File: src/rtl/vqdb_pkg.sv
// Package: shared helpers for the doorbell decoder.
// Assumes: addresses and offsets fit in 32 bits before truncation.
package vqdb_pkg;

    // Doorbell byte address for one queue; shift below 1 means multiplier zero.
    function automatic logic [31:0] slot_address(
        input logic [31:0] base,
        input logic [31:0] notify_off,
        input int          shift
    );
        logic [31:0] scaled;
        scaled = (shift < 1) ? 32'd0 : (notify_off << shift);
        return base + scaled;
    endfunction

endpackage

File: src/rtl/vqdb_addr_map.sv
// Module: vqdb_addr_map
// Computes the doorbell address of every queue from its notify offset.
// Assumes: NOTIFY_SHIFT is fixed at build time; any value below 1 selects
// the zero multiplier, so every queue sits on BASE_OFF.
module vqdb_addr_map #(
    parameter int NUM_Q        = 8,
    parameter int OFF_W        = 8,
    parameter int ADDR_W       = 12,
    parameter int NOTIFY_SHIFT = 2,
    parameter int unsigned BASE_OFF = 32'h100
) (
    input  logic [NUM_Q*OFF_W-1:0]  q_notify_off,
    output logic [NUM_Q*ADDR_W-1:0] slot_addr
);
    import vqdb_pkg::*;

    localparam bit ZERO_MULT = (NOTIFY_SHIFT < 1);

    for (genvar i = 0; i < NUM_Q; i++) begin : g_slot
        if (ZERO_MULT) begin : g_zero
            // Zero multiplier: every queue shares the base address.
            assign slot_addr[i*ADDR_W +: ADDR_W] = ADDR_W'(BASE_OFF);
        end else begin : g_shift
            logic [31:0] full_addr;
            // Scale offset by shifting, then add the base.
            always_comb begin
                full_addr = slot_address(BASE_OFF,
                                         32'(q_notify_off[i*OFF_W +: OFF_W]),
                                         NOTIFY_SHIFT);
            end
            assign slot_addr[i*ADDR_W +: ADDR_W] = full_addr[ADDR_W-1:0];
        end
    end
endmodule

File: src/rtl/vqdb_req_check.sv
// Module: vqdb_req_check
// Judges one write: picks the queue named in the data and checks range,
// enable and address against that queue's doorbell slot.
// Assumes: one write per cycle; inputs are stable around the clock edge.
module vqdb_req_check #(
    parameter int NUM_Q  = 8,
    parameter int ADDR_W = 12,
    localparam int IDX_W = (NUM_Q > 1) ? $clog2(NUM_Q) : 1
) (
    input  logic                    wr_en,
    input  logic [ADDR_W-1:0]       wr_addr,
    input  logic [15:0]             wr_data,
    input  logic [NUM_Q*ADDR_W-1:0] slot_addr,
    input  logic [NUM_Q-1:0]        q_enable,
    output logic                    accept,
    output logic                    reject,
    output logic [IDX_W-1:0]        accept_idx
);
    logic             in_range;
    logic [IDX_W-1:0] idx;
    logic [ADDR_W-1:0] sel_addr;
    logic             sel_en;

    // Index bounds check on the full 16-bit data.
    always_comb begin
        in_range = (32'(wr_data) < NUM_Q);
        idx      = wr_data[IDX_W-1:0];
    end

    // Select the slot address and enable of the named queue.
    always_comb begin
        sel_addr = '0;
        sel_en   = 1'b0;
        for (int i = 0; i < NUM_Q; i++) begin
            if (idx == IDX_W'(i)) begin
                sel_addr = slot_addr[i*ADDR_W +: ADDR_W];
                sel_en   = q_enable[i];
            end
        end
    end

    // Final verdict for the write.
    always_comb begin
        accept     = wr_en && in_range && sel_en && (wr_addr == sel_addr);
        reject     = wr_en && !accept;
        accept_idx = idx;
    end
endmodule

File: src/rtl/vqdb_pulse_reg.sv
// Module: vqdb_pulse_reg
// Registers the verdict into one-hot doorbell pulses and an error strobe.
// Assumes: accept and reject are never both high.
module vqdb_pulse_reg #(
    parameter int NUM_Q = 8,
    localparam int IDX_W = (NUM_Q > 1) ? $clog2(NUM_Q) : 1
) (
    input  logic             clk,
    input  logic             rst_n,
    input  logic             accept,
    input  logic             reject,
    input  logic [IDX_W-1:0] accept_idx,
    output logic [NUM_Q-1:0] doorbell,
    output logic             notify_err
);
    for (genvar i = 0; i < NUM_Q; i++) begin : g_bell
        // One-cycle pulse for queue i on an accepted write naming it.
        always_ff @(posedge clk) begin
            if (!rst_n) doorbell[i] <= 1'b0;
            else        doorbell[i] <= accept && (accept_idx == IDX_W'(i));
        end
    end

    // One-cycle error strobe on a rejected write.
    always_ff @(posedge clk) begin
        if (!rst_n) notify_err <= 1'b0;
        else        notify_err <= reject;
    end

    // a registered pulse always traces back to an accept in the prior cycle.
    assert_pulse_from_accept_R8: assert property (@(posedge clk) disable iff (!rst_n)
        (|doorbell) |-> $past(accept));
    // error strobe traces back to a reject.
    assert_err_from_reject_R8: assert property (@(posedge clk) disable iff (!rst_n)
        notify_err |-> $past(reject));
endmodule

File: src/rtl/vq_doorbell_decoder.sv
// Module: vq_doorbell_decoder (top)
// Decodes 16-bit notification writes into per-queue doorbell pulses.
// Address qualifies the write; data names the queue. Outputs registered,
// one cycle after the write. Assumes BASE_OFF is even.
module vq_doorbell_decoder #(
    parameter int NUM_Q        = 8,
    parameter int OFF_W        = 8,
    parameter int ADDR_W       = 12,
    parameter int NOTIFY_SHIFT = 2,
    parameter int unsigned BASE_OFF = 32'h100
) (
    input  logic                   clk,
    input  logic                   rst_n,
    input  logic                   wr_en,
    input  logic [ADDR_W-1:0]      wr_addr,
    input  logic [15:0]            wr_data,
    input  logic [NUM_Q*OFF_W-1:0] q_notify_off,
    input  logic [NUM_Q-1:0]       q_enable,
    output logic [NUM_Q-1:0]       doorbell,
    output logic                   notify_err
);
    localparam int IDX_W = (NUM_Q > 1) ? $clog2(NUM_Q) : 1;

    logic [NUM_Q*ADDR_W-1:0] slot_addr;
    logic                    accept;
    logic                    reject;
    logic [IDX_W-1:0]        accept_idx;

    vqdb_addr_map #(
        .NUM_Q(NUM_Q), .OFF_W(OFF_W), .ADDR_W(ADDR_W),
        .NOTIFY_SHIFT(NOTIFY_SHIFT), .BASE_OFF(BASE_OFF)
    ) u_map (
        .q_notify_off(q_notify_off),
        .slot_addr   (slot_addr)
    );

    vqdb_req_check #(.NUM_Q(NUM_Q), .ADDR_W(ADDR_W)) u_check (
        .wr_en     (wr_en),
        .wr_addr   (wr_addr),
        .wr_data   (wr_data),
        .slot_addr (slot_addr),
        .q_enable  (q_enable),
        .accept    (accept),
        .reject    (reject),
        .accept_idx(accept_idx)
    );

    vqdb_pulse_reg #(.NUM_Q(NUM_Q)) u_pulse (
        .clk       (clk),
        .rst_n     (rst_n),
        .accept    (accept),
        .reject    (reject),
        .accept_idx(accept_idx),
        .doorbell  (doorbell),
        .notify_err(notify_err)
    );

    // at most one queue signalled per cycle.
    assert_onehot_bell_R8: assert property (@(posedge clk) disable iff (!rst_n)
        $onehot0(doorbell));
    // error and doorbell never together.
    assert_no_err_with_bell_R8: assert property (@(posedge clk) disable iff (!rst_n)
        !(notify_err && (|doorbell)));
    // no write strobe means a quiet next cycle.
    assert_quiet_without_write_R9: assert property (@(posedge clk) disable iff (!rst_n)
        !wr_en |=> (doorbell == '0) && !notify_err);
    // an out-of-range index never rings a bell.
    assert_range_R4: assert property (@(posedge clk) disable iff (!rst_n)
        (wr_en && (32'(wr_data) >= NUM_Q)) |=> (doorbell == '0) && notify_err);

    for (genvar i = 0; i < NUM_Q; i++) begin : g_chk
        // a bell only for a queue that was enabled at write time.
        assert_enabled_R5: assert property (@(posedge clk) disable iff (!rst_n)
            doorbell[i] |-> $past(q_enable[i]) && $past(wr_data) == 16'(i));
    end
endmodule

File: config.mk
export PLATFORM = sky130hd
export DESIGN_NAME = vq_doorbell_decoder
export DESIGN_NICKNAME = d
export VERILOG_FILES = /design/src/rtl/vqdb_pkg.sv /design/src/rtl/vqdb_addr_map.sv /design/src/rtl/vqdb_req_check.sv /design/src/rtl/vqdb_pulse_reg.sv /design/src/rtl/vq_doorbell_decoder.sv
export SDC_FILE = /design/constraint.sdc
export NUM_CORES = 1
export LEC_CHECK = 0
export ABC_CLOCK_PERIOD_IN_PS = 2300
export BUFFER_PORTS_ARGS = -buffer_cell sky130_fd_sc_hd__buf_2
export CORE_MARGIN = 5
export CORE_UTILIZATION = 36
export DETAILED_ROUTE_END_ITERATION = 6
export GPL_TIMING_DRIVEN = 0
export PLACE_DENSITY = 0.88
export SLEW_MARGIN = 0
export SYNTH_ARGS = -nofsm -noshare
export SYNTH_HDL_FRONTEND = slang
export SYNTH_SLANG_ARGS = --single-unit
export TNS_END_PERCENT = 100
File: constraint.sdc
create_clock -name clk -period 2.3 [get_ports clk]
set_clock_uncertainty 0.2 [all_clocks]
set_input_delay 0.115 -clock clk [delete_from_list [all_inputs] [get_ports clk]]
set_output_delay 0.115 -clock clk [all_outputs]
set_load 0.02 [all_outputs]
==> results.md <==
## Global routing
* via count of the first global-routing pass: 1880
* number of antenna violations at the first check in global routing: 0
* GRT Residual Overflow: 0
* wire length of the first global-routing pass: 7907 µm
* largest net degree at the start of global routing: 11
* Tot GR Track Use: 0.1869

## Synth
* combined area of all synthesized cells: 1439 µm²
* number of flops mapped to enable cells by yosys: 0
* primary flip-flop cell chosen by synthesis mapping: sky130_fd_sc_hd__dfxtp_1
* Mapped Nets: 275
* per-instance average area after synthesis: 8.774 µm²
* Synth top area share: 0.1252
* most area-consuming cells after synthesis: sky130_fd_sc_hd__dfxtp_1 (13%), sky130_fd_sc_hd__mux4_2 (11%), sky130_fd_sc_hd__mux2i_1 (10%)
* number of warning messages in the yosys log: 0
* proportion of register bits with asynchronous set or reset after synthesis: 0
* leading area contributor after synthesis: sky130_fd_sc_hd__dfxtp_1
* count of cell types in the netlist: 48
* Synth Instances: 164
* Yosys reg bits: 9
* sequential area share after synthesis: 0.1252

## Floorplanning
* area of the core: 3943 µm²
* standard-cell row count: 23
* chip height: 73.22 µm
* Die Width: 73.22 µm
* Initial Utilization: 0.3650
* Die ar.: 5361 µm²
* Boundary Pins: 112

## Power and ir drop
* areal power density over the cells: 304.4 nW/µm²
* Leak: 1.052 nW
* relative contribution of combinational cells to total power: 0.505
* clock network power share: 0.261
* switching power as a share of total power: 0.3142
* Sequential Power Share: 0.235
* Psw: 211.3 µW
* internal power: 461.3 µW
* Peak supply drop: 94.84 µV

## Timing
* shortest period the worst path allows: 2.225 ns
* achievable frequency: 449.4 MHz
* Setup TNS Final: 0 ns
* # setup viols final: 0
* final hold violations: 0
* ratio of final minimum period to clock period: 0.9676
* Slew @ Worst Pin: 0.4519 ns
* setup ws final: 0.07459 ns
* final max-slew violation count: 0
* Rel. slew slack: 0.6959

## Setup path
* maximum fanout along the worst path: 7
* CP max stage delay: 0.52 ns
* required time of the worst setup path: 2.25 ns
* path length in cells of the critical path: 9
* endpoint kind of the worst setup timing path: flip-flop
* Crit path top cell by count: sky130_fd_sc_hd__buf_4
* start-to-end type of the worst setup path: input pin to flip-flop
* master of the slowest instance on the critical path: sky130_fd_sc_hd__or4_1
* CP top delay family: multiplexers
* Worst Path Arrival: 2.18 ns
* Worst setup SP type: input pin
* critical path buffer and inverter count: 4
* sequence of cells on the critical path: buf_4 -> buf_12 -> buf_4 -> mux4_2 -> xor2_1 -> mux2_2 -> or4_1 -> buf_6 -> nor3_2

## Place
* standard cell area after detailed placement: 2054 µm²
* half-perimeter wire length of the detailed placement result: 4397 µm
* DP Cell Count: 324
* Post-Place Setup Slack: -0.3417 ns
* placer congestion estimate: 0.8524
* total of buffers placed on input and output ports: 110

## Final layout
* Design Area, Final: 2210 µm²
* antenna cell count: 0
* fin util: 0.5605
* proportion of layout cells with a drive suffix above 1: 0.5442
* final instance count without filler cells: 333
* most common cell after layout, fill and taps aside: sky130_fd_sc_hd__buf_2
* net count of the finished layout: 395
* commonest cells after routing, fill and taps aside: sky130_fd_sc_hd__buf_2 (113), sky130_fd_sc_hd__mux2i_1 (14), sky130_fd_sc_hd__nand2b_1 (9), sky130_fd_sc_hd__nand2_1 (9), sky130_fd_sc_hd__dfxtp_1 (9)
* layout-stage area growth over the synthesis result: 53.57%

## Detailed routing
* number of routed nets with antenna violations: 0
* total length of routed wires: 5158 µm
* DR pass1 iterations: 4
* routed length per instance: 15.49 µm
* number of DRC markers after the initial detailed-route iteration: 69
* via count: 1780
* post-detailed-route via-to-cell ratio: 5.345
* DRC violation count after routing: 0

## Clock tree
* htree depth: 1
* maximum root-to-sink buffer count: 2
* clock sink count: 9
* root cell of the clock tree: sky130_fd_sc_hd__clkbuf_8
* CTS tree: done
* clock-pin slew reported for the worst setup and hold paths after clock tree synthesis: 0.04 ns
* number of CTS-inserted buffers: 3

## Min path
* type of the tightest min-delay check: input pin to flip-flop
* cell count of the worst hold path: 4

## Flow run
* total of max-cap violations: 0

## Status
* status: finished clean

[metrics by stage]
stage / power (mW) / hold WS (ns)
2_1_floorplan: 0.3430 / 0.03109
5_1_grt: 0.7230 / 0.03497
3_5_place_dp: 0.4733 / 0.1593
3_3_place_gp: 0.4646 / 0.1641
4_1_cts: 0.6615 / 0.01876
6_report: 0.6727 / 0.02024
[per-layer routing]
metal | GRT usage | part of all wire
met5 | 0 | 0
met3 | 0.02893 | 0.084
met1 | 0.2175 | 0.40
met4 | 0.05943 | 0.012
met2 | 0.3446 | 0.51
[power by group through the flow]
stage	Sequential [mW]	Clock (mW)	Combinational [mW]
6_report	0.158	0.175	0.339
5_1_grt	0.157	0.192	0.374
4_1_cts	0.158	0.180	0.324
3_5_place_dp	0.160	0	0.313
3_3_place_gp	0.160	0	0.304
2_1_floorplan	0.162	0	0.181
[final timing paths]
check                      start                        endpoint  slack, ns
worst max-delay path  wr_data[0]  u_pulse.doorbell[0]$_SDFF_PN0_       0.07
worst min-delay path  wr_data[1]  u_pulse.doorbell[1]$_SDFF_PN0_       0.02
[synthesized netlist by cell type, types with 3 or more instances]
| library cell | n |
|---|---|
| sky130_fd_sc_hd__dfxtp_1 | 9 |
| sky130_fd_sc_hd__nor2b_1 | 5 |
| sky130_fd_sc_hd__nor2_1 | 5 |
| sky130_fd_sc_hd__mux2i_1 | 15 |
| sky130_fd_sc_hd__ha_1 | 8 |
| sky130_fd_sc_hd__inv_1 | 4 |
| sky130_fd_sc_hd__xor2_1 | 3 |
| sky130_fd_sc_hd__o21ai_0 | 4 |
| sky130_fd_sc_hd__nand2b_1 | 9 |
| sky130_fd_sc_hd__o221ai_1 | 3 |
| sky130_fd_sc_hd__nand2_1 | 9 |
| sky130_fd_sc_hd__mux2_2 | 6 |
| sky130_fd_sc_hd__mux4_2 | 7 |
| sky130_fd_sc_hd__a21oi_1 | 7 |
| sky130_fd_sc_hd__nor3_2 | 6 |
| sky130_fd_sc_hd__nand3_1 | 7 |
| sky130_fd_sc_hd__buf_4 | 3 |
| sky130_fd_sc_hd__buf_2 | 4 |
| sky130_fd_sc_hd__nor4_1 | 4 |
| sky130_fd_sc_hd__clkbuf_1 | 3 |
| sky130_fd_sc_hd__a22oi_1 | 5 |
| sky130_fd_sc_hd__o211ai_1 | 3 |
[cells by family after synthesis]
kind of cell | after synthesis | share of synthesized area
AOI/OAI and AO/OA | 37 | 0.1930
adders and majority gates | 8 | 0.06957
xor gates and xnor gates | 4 | 0.02435
and+or+nand+nor | 61 | 0.2609
DFF | 9 | 0.1252
muxes | 29 | 0.2687
buffers and inverters | 16 | 0.05825
[what timing repair did]
action,CTS,global route
gates resized for setup,3,20
hold buffers,3,0
endpoints found under the setup margin,7,8
setup buffers,0,2
pin swaps,0,3
hold endpoints to repair,2,0
[cell type report]
class	count	area (µm²)
well taps	50	62.56
fillers	392	1733
multi-input cells	139	1207
plain buffers	12	97.59
inverters	4	15.01
repair buffers	115	601.8
flip-flops and latches	9	180.2
clock buffers	4	45.04
[state kept, by name (all words and copies together), names as in the netlist]
| name | cells |
|---|---|
| u_pulse.notify_err | 1 |
| u_pulse.doorbell | 8 |
Power figures use the tool's default switching activity.
